### src/rtl/ptalloc_pkg.sv
package ptalloc_pkg;

  typedef enum logic [1:0] {
    DST_KEEP = 2'b00,
    DST_PREV = 2'b01,
    DST_NEXT = 2'b10,
    DST_BOTH = 2'b11
  } pt_dest_e;

  // Ring neighbours with wraparound
  function automatic int unsigned ring_prev(int unsigned idx, int unsigned n);
    return (idx == 0) ? n - 1 : idx - 1;
  endfunction

  function automatic int unsigned ring_next(int unsigned idx, int unsigned n);
    return (idx == n - 1) ? 0 : idx + 1;
  endfunction

  // A lower group may only travel backwards, an upper group only forwards
  function automatic logic dest_illegal(logic [1:0] code, logic is_upper);
    return is_upper ? code[0] : code[1];
  endfunction

  function automatic logic goes_prev(logic [1:0] code);
    return code[0];
  endfunction

  function automatic logic goes_next(logic [1:0] code);
    return code[1];
  endfunction

  function automatic logic is_kept(logic [1:0] code);
    return code == DST_KEEP;
  endfunction

endpackage

### src/rtl/pta_group_or.sv
module pta_group_or #(
  parameter int GROUP_TERMS = 4
) (
  input  logic [GROUP_TERMS-1:0] terms,
  output logic                   hit
);
  assign hit = |terms;
endmodule

### src/rtl/pta_cfg_check.sv
module pta_cfg_check #(
  parameter int RING_CELLS = 6
) (
  input  logic [2*RING_CELLS-1:0] dest_lo,
  input  logic [2*RING_CELLS-1:0] dest_hi,
  output logic                    ring_bad
);
  import ptalloc_pkg::*;

  logic [RING_CELLS-1:0] cell_bad;

  for (genvar i = 0; i < RING_CELLS; i++) begin : g_cell
    assign cell_bad[i] = dest_illegal(dest_lo[2*i +: 2], 1'b0)
                       | dest_illegal(dest_hi[2*i +: 2], 1'b1);
  end

  assign ring_bad = |cell_bad;
endmodule

### src/rtl/pta_ring.sv
module pta_ring #(
  parameter int RING_CELLS  = 6,
  parameter int GROUP_TERMS = 4
) (
  input  logic [RING_CELLS*GROUP_TERMS-1:0] pt_lo,
  input  logic [RING_CELLS*GROUP_TERMS-1:0] pt_hi,
  input  logic [2*RING_CELLS-1:0]           dest_lo,
  input  logic [2*RING_CELLS-1:0]           dest_hi,
  output logic [RING_CELLS-1:0]             lo_hit,
  output logic [RING_CELLS-1:0]             hi_hit,
  output logic [RING_CELLS-1:0]             keep_lo,
  output logic [RING_CELLS-1:0]             keep_hi,
  output logic [RING_CELLS-1:0]             take_prev,
  output logic [RING_CELLS-1:0]             take_next,
  output logic [RING_CELLS-1:0]             cell_sum
);
  import ptalloc_pkg::*;

  for (genvar i = 0; i < RING_CELLS; i++) begin : g_cell
    localparam int unsigned PV = ring_prev(i, RING_CELLS);
    localparam int unsigned NX = ring_next(i, RING_CELLS);

    pta_group_or #(.GROUP_TERMS(GROUP_TERMS)) u_lo (
      .terms(pt_lo[i*GROUP_TERMS +: GROUP_TERMS]),
      .hit  (lo_hit[i])
    );
    pta_group_or #(.GROUP_TERMS(GROUP_TERMS)) u_hi (
      .terms(pt_hi[i*GROUP_TERMS +: GROUP_TERMS]),
      .hit  (hi_hit[i])
    );

    assign keep_lo[i]   = is_kept(dest_lo[2*i +: 2]);
    assign keep_hi[i]   = is_kept(dest_hi[2*i +: 2]);
    // previous neighbour's upper group sent forward to this cell
    assign take_prev[i] = goes_next(dest_hi[2*PV +: 2]);
    // next neighbour's lower group sent backward to this cell
    assign take_next[i] = goes_prev(dest_lo[2*NX +: 2]);

    assign cell_sum[i] = (keep_lo[i]   & lo_hit[i])
                       | (keep_hi[i]   & hi_hit[i])
                       | (take_prev[i] & hi_hit[PV])
                       | (take_next[i] & lo_hit[NX]);
  end
endmodule

### src/rtl/pta_ring_alloc.sv
module pta_ring_alloc #(
  parameter int RING_CELLS  = 6,
  parameter int NUM_RINGS   = 2,
  parameter int GROUP_TERMS = 4
) (
  input  logic                                      clk,
  input  logic                                      rst_n,
  input  logic [NUM_RINGS*RING_CELLS*GROUP_TERMS-1:0] pt_lo,
  input  logic [NUM_RINGS*RING_CELLS*GROUP_TERMS-1:0] pt_hi,
  input  logic [2*NUM_RINGS*RING_CELLS-1:0]         dest_lo,
  input  logic [2*NUM_RINGS*RING_CELLS-1:0]         dest_hi,
  output logic [NUM_RINGS*RING_CELLS-1:0]           sop_out,
  output logic [NUM_RINGS-1:0]                      ring_error,
  output logic                                      config_error
);
  import ptalloc_pkg::*;

  localparam int TOTAL_CELLS = NUM_RINGS * RING_CELLS;
  localparam int RING_TERMS  = RING_CELLS * GROUP_TERMS;
  localparam logic [2*RING_CELLS-1:0] LO_BAD_MASK = {RING_CELLS{2'b10}};
  localparam logic [2*RING_CELLS-1:0] HI_BAD_MASK = {RING_CELLS{2'b01}};

  // Internal events brought out for the checks
  logic [TOTAL_CELLS-1:0] lo_hit, hi_hit;
  logic [TOTAL_CELLS-1:0] keep_lo, keep_hi;
  logic [TOTAL_CELLS-1:0] take_prev, take_next;
  logic [TOTAL_CELLS-1:0] sum_comb;
  logic [TOTAL_CELLS-1:0] cell_idle;
  logic [NUM_RINGS-1:0]   ring_bad;

  for (genvar r = 0; r < NUM_RINGS; r++) begin : g_ring
    localparam int B = r * RING_CELLS;

    pta_ring #(.RING_CELLS(RING_CELLS), .GROUP_TERMS(GROUP_TERMS)) u_ring (
      .pt_lo    (pt_lo[B*GROUP_TERMS +: RING_TERMS]),
      .pt_hi    (pt_hi[B*GROUP_TERMS +: RING_TERMS]),
      .dest_lo  (dest_lo[2*B +: 2*RING_CELLS]),
      .dest_hi  (dest_hi[2*B +: 2*RING_CELLS]),
      .lo_hit   (lo_hit[B +: RING_CELLS]),
      .hi_hit   (hi_hit[B +: RING_CELLS]),
      .keep_lo  (keep_lo[B +: RING_CELLS]),
      .keep_hi  (keep_hi[B +: RING_CELLS]),
      .take_prev(take_prev[B +: RING_CELLS]),
      .take_next(take_next[B +: RING_CELLS]),
      .cell_sum (sum_comb[B +: RING_CELLS])
    );

    pta_cfg_check #(.RING_CELLS(RING_CELLS)) u_chk (
      .dest_lo (dest_lo[2*B +: 2*RING_CELLS]),
      .dest_hi (dest_hi[2*B +: 2*RING_CELLS]),
      .ring_bad(ring_bad[r])
    );

    // ring flag follows the codes seen one cycle earlier
    a_r9_ring_flag_from_codes: assert property (@(posedge clk) disable iff (!rst_n)
      $past(rst_n) |-> ring_error[r] ==
        $past((|(dest_lo[2*B +: 2*RING_CELLS] & LO_BAD_MASK)) |
              (|(dest_hi[2*B +: 2*RING_CELLS] & HI_BAD_MASK))));

    for (genvar i = 0; i < RING_CELLS; i++) begin : g_cell
      localparam int C  = B + i;
      localparam int PG = B + int'(ring_prev(i, RING_CELLS));
      localparam int NG = B + int'(ring_next(i, RING_CELLS));

      assign cell_idle[C] = !keep_lo[C] && !keep_hi[C] && !take_prev[C] && !take_next[C];

      // nothing routed in means a zero sum
      a_r8_idle_cell_zero: assert property (@(posedge clk) disable iff (!rst_n)
        $past(rst_n) && $past(cell_idle[C]) |-> !sop_out[C]);

      // a true output needs a true group within reach
      a_r2_sop_needs_reachable_hit: assert property (@(posedge clk) disable iff (!rst_n)
        sop_out[C] |-> $past(lo_hit[C] | hi_hit[C] | hi_hit[PG] | lo_hit[NG]));

      // a lower group has at most one user
      a_r4_lo_single_user: assert property (@(posedge clk) disable iff (!rst_n)
        $onehot0({keep_lo[C], take_next[PG]}));

      // an upper group has at most one user
      a_r5_hi_single_user: assert property (@(posedge clk) disable iff (!rst_n)
        $onehot0({keep_hi[C], take_prev[NG]}));
    end
  end

  always_ff @(posedge clk) begin
    if (!rst_n) begin
      sop_out      <= '0;
      ring_error   <= '0;
      config_error <= 1'b0;
    end else begin
      sop_out      <= sum_comb;
      ring_error   <= ring_bad;
      config_error <= |ring_bad;
    end
  end

  // the summary flag agrees with the per-ring flags
  a_r9_summary_is_or: assert property (@(posedge clk) disable iff (!rst_n)
    config_error == (|ring_error));

endmodule

### config.mk
export PLATFORM = sky130hd
export DESIGN_NAME = pta_ring_alloc
export DESIGN_NICKNAME = d
export VERILOG_FILES = /design/src/rtl/ptalloc_pkg.sv /design/src/rtl/pta_group_or.sv /design/src/rtl/pta_cfg_check.sv /design/src/rtl/pta_ring.sv /design/src/rtl/pta_ring_alloc.sv
export SDC_FILE = /design/constraint.sdc
export NUM_CORES = 1
export LEC_CHECK = 0
export CAP_MARGIN = 20
export CORE_MARGIN = 4
export CORE_UTILIZATION = 25
export DETAILED_ROUTE_END_ITERATION = 8
export GPL_TIMING_DRIVEN = 0
export PLACE_DENSITY = 0.87
export SLEW_MARGIN = 5
export SYNTH_ARGS = -nofsm -noshare
export SYNTH_HDL_FRONTEND = slang
export SYNTH_SLANG_ARGS = --single-unit
### constraint.sdc
create_clock -name clk -period 1.6 [get_ports clk]
set_input_delay 0.32 -clock clk [delete_from_list [all_inputs] [get_ports clk]]
set_output_delay 0.32 -clock clk [all_outputs]
set_load 0.01 [all_outputs]
==> flow_metrics.env, run 1 <==
export IMPL_powerDensity_nw_per_um2=463
export IMPL_cts_resized=0
export IMPL_timing_final_crit_share=0.919
export IMPL_hold_viol=0
export IMPL_cp_data_arrival_time_ns=1.60
export IMPL_synthAdderAreaFrac=0
export IMPL_synthSimpleGateAreaFrac=0.440
export IMPL_synthMuxAreaShare=0
export IMPL_fin_util=0.686
export IMPL_swShare=0.230
export IMPL_routabilityCongestion=0.847
export IMPL_synth_avg_cell_area_sq_um=8.66
export IMPL_combPwrFrac=0.450
export IMPL_crit_start="dest_hi[0]"
export IMPL_layout_common_cells="160 x clkdlybuf4s50_1, 25 x inv_1, 24 x nor4_2, 24 x nor3_1, 15 x dfxtp_1"
export IMPL_drt_pass1_iter_count=4
export IMPL_hold_worst_slack_ns=0.711
export IMPL_rsz0062_at_grt="no"
export IMPL_die_x_um=73.0
export IMPL_final_nets=433
export IMPL_numCtsBuffers=3
export IMPL_drcViolationCount=0
export IMPL_die_area_sq_um=5330
export IMPL_htree_levels=1
export IMPL_drive_above_1_share=0.0979
export IMPL_place_hpwl_mm=5.02
export IMPL_crit_type="in -> reg"
export IMPL_path_clk_slew_ns=0.06
export IMPL_crit_slowest_cell="clkdlybuf4s50_1"
export IMPL_area_growth_pct=162
export IMPL_grt_ovfl_total=0
export IMPL_grt_pass1_vias=1764
export IMPL_io_pins=161
export IMPL_hold_path_class="in -> reg"
export IMPL_synth_top_family_by_area="simple AND/OR/NAND/NOR gates"
export IMPL_path_cells="clkdlybuf4s50_1 > nor4_1 > a31oi_1 > or2_1"
export IMPL_synth_seq_cells=15
export IMPL_p_leak_nw=1.00
export IMPL_period_needed_ns=1.47
export IMPL_grt_usage=0.196
export IMPL_initial_utilization=0.262
export IMPL_routedWlPerCell_um=15.7
export IMPL_p_seq_frac=0.317
export IMPL_num_fill_cells=339
export IMPL_antenna_found_initial=0
export IMPL_maxCapViolCount=0
export IMPL_timing_final_max_slew_violations=0
export IMPL_synth_warnings=0
export IMPL_ys_seq_area_frac=0.284
export IMPL_synth_area_leaders="dfxtp_1 28%, nor4_2 28%, nor3_1 11%"
export IMPL_status="finished, final reports clean"
export IMPL_clock_fmax_mhz=680
export IMPL_tns_ns=0
export IMPL_num_rows=23
export IMPL_crit_path_end_kind="flip-flop"
export IMPL_synth_area_leader_cell="dfxtp_1"
export IMPL_grt_max_degree=11
export IMPL_grt_pass1_wl_mm=8.05
export IMPL_layout_commonest_cell="clkdlybuf4s50_1"
export IMPL_cts_root_buf="clkbuf_8"
export IMPL_worst_pin_slew_ns=0.377
export IMPL_via_per_inst=4.71
export IMPL_cts_tree="done"
export IMPL_wl_mm=5.28
export IMPL_drt_iter0_drc=52
export IMPL_post_cts_buffers=0
export IMPL_cts_sinks=15
export IMPL_worst_path_max_fanout=2
export IMPL_hold_buffers=0
export IMPL_synth_compound_area_share=0.182
export IMPL_netlist_area_leader_share=0.284
export IMPL_setup_viol=0
export IMPL_crit_path_start_kind="input port"
export IMPL_portBuffers=160
export IMPL_ctsLongestPathBuffers=2
export IMPL_synth_cells=122
export IMPL_slew_headroom=0.746
export IMPL_cpPeakStageDelay_ns=0.43
export IMPL_ir_drop_uv=352
export IMPL_die_h_um=73.0
export IMPL_ant_nets=0
export IMPL_antenna_cells=0
export IMPL_power_frac_clock=0.233
export IMPL_vias=1583
export IMPL_p_int_uw=987
export IMPL_synth_cell_types=10
export IMPL_synth_xor_area_frac=0
export IMPL_switching_power_uw=294
export IMPL_syn_num_nets=268
export IMPL_critPathRequiredTime_ns=1.73
export IMPL_coreArea_sq_um=4030
export IMPL_worstHoldStart="rst_n"
export IMPL_synth_cell_area_sq_um=1060
[power by group through the flow]
stage | clock network [mW] | logic (mW) | registers (mW)
floorplan | 0 | 0.0907 | 0.430
global placement | 0 | 0.569 | 0.415
detailed placement | 0 | 0.578 | 0.415
CTS | 0.313 | 0.579 | 0.407
global route | 0.330 | 0.616 | 0.410
finish | 0.299 | 0.576 | 0.407
[worst paths after layout]
kind / slack (ns) / to / depth (start not counted)
max: 0.13 / config_error / 4
min: 0.71 / sop_out[1] / 2
[through the flow]
step	instance area (sq um)	power [mW]	instances	worst slack (ns)
detailed placement	2720	0.993	332	-0.0937
CTS	2770	1.30	336	0.159
floorplan	1060	0.521	122	0.539
global placement	2720	0.984	332	-0.0555
finish	2770	1.28	336	0.129
global route	2770	1.36	336	0.101
[sequential cells by signal, indices dropped and copies added (netlist names)]
signal	flops
ring_error	2
config_error	1
sop_out	12
[synth_stat cells]
| cell | instances |
|---|---|
| o22ai_1 | 12 |
| nor4_1 | 6 |
| nor4_2 | 24 |
| dfxtp_1 | 15 |
| buf_2 | 1 |
| or2_1 | 1 |
| nor3_1 | 24 |
| o31a_1 | 12 |
| a31oi_1 | 2 |
| inv_1 | 25 |
[layout make-up]
| class | count | area (sq um) | share of cell area |
|---|---|---|---|
| repair buffers | 160 | 1600 | 0.579 |
| well taps | 50 | 62.6 | 0.0226 |
| inverters | 25 | 93.8 | 0.0339 |
| flip-flops and latches | 15 | 300 | 0.109 |
| multi-input cells | 81 | 657 | 0.238 |
| plain buffers | 1 | 5.00 | 0.00181 |
| clock buffers | 4 | 45.0 | 0.0163 |
[cell families after synthesis]
kind of cell,Yosys count
buffers and inverters,26
DFF,15
and+or+nand+nor,55
AOI/OAI and AO/OA,26
[routing by layer]
layer	wire length, um	global-route usage
met1	1870	0.217
met2	2970	0.372
met3	383	0.0510
met4	51	0.0389
met5	0	0
[critical path, delay by kind of cell]
family                 cells  cell delay, ns
and+or+nand+nor            2            0.65
buffers and inverters      1            0.43
AOI/OAI and AO/OA          1            0.19
Note: power is estimated with default switching activity, not from simulation.
==> run 2, diff against run 1 <==
CTS_CLUSTER_SIZE = 28   (was not set)
==> results of run 2 <==
Same layout as run 1: the final DEF is identical, and so are final timing and power.
==> run 3, diff against run 2 <==
SLEW_MARGIN = not set   (was 5)
==> results of run 3 <==
Same layout as run 1: the final DEF is identical, and so are final timing and power.
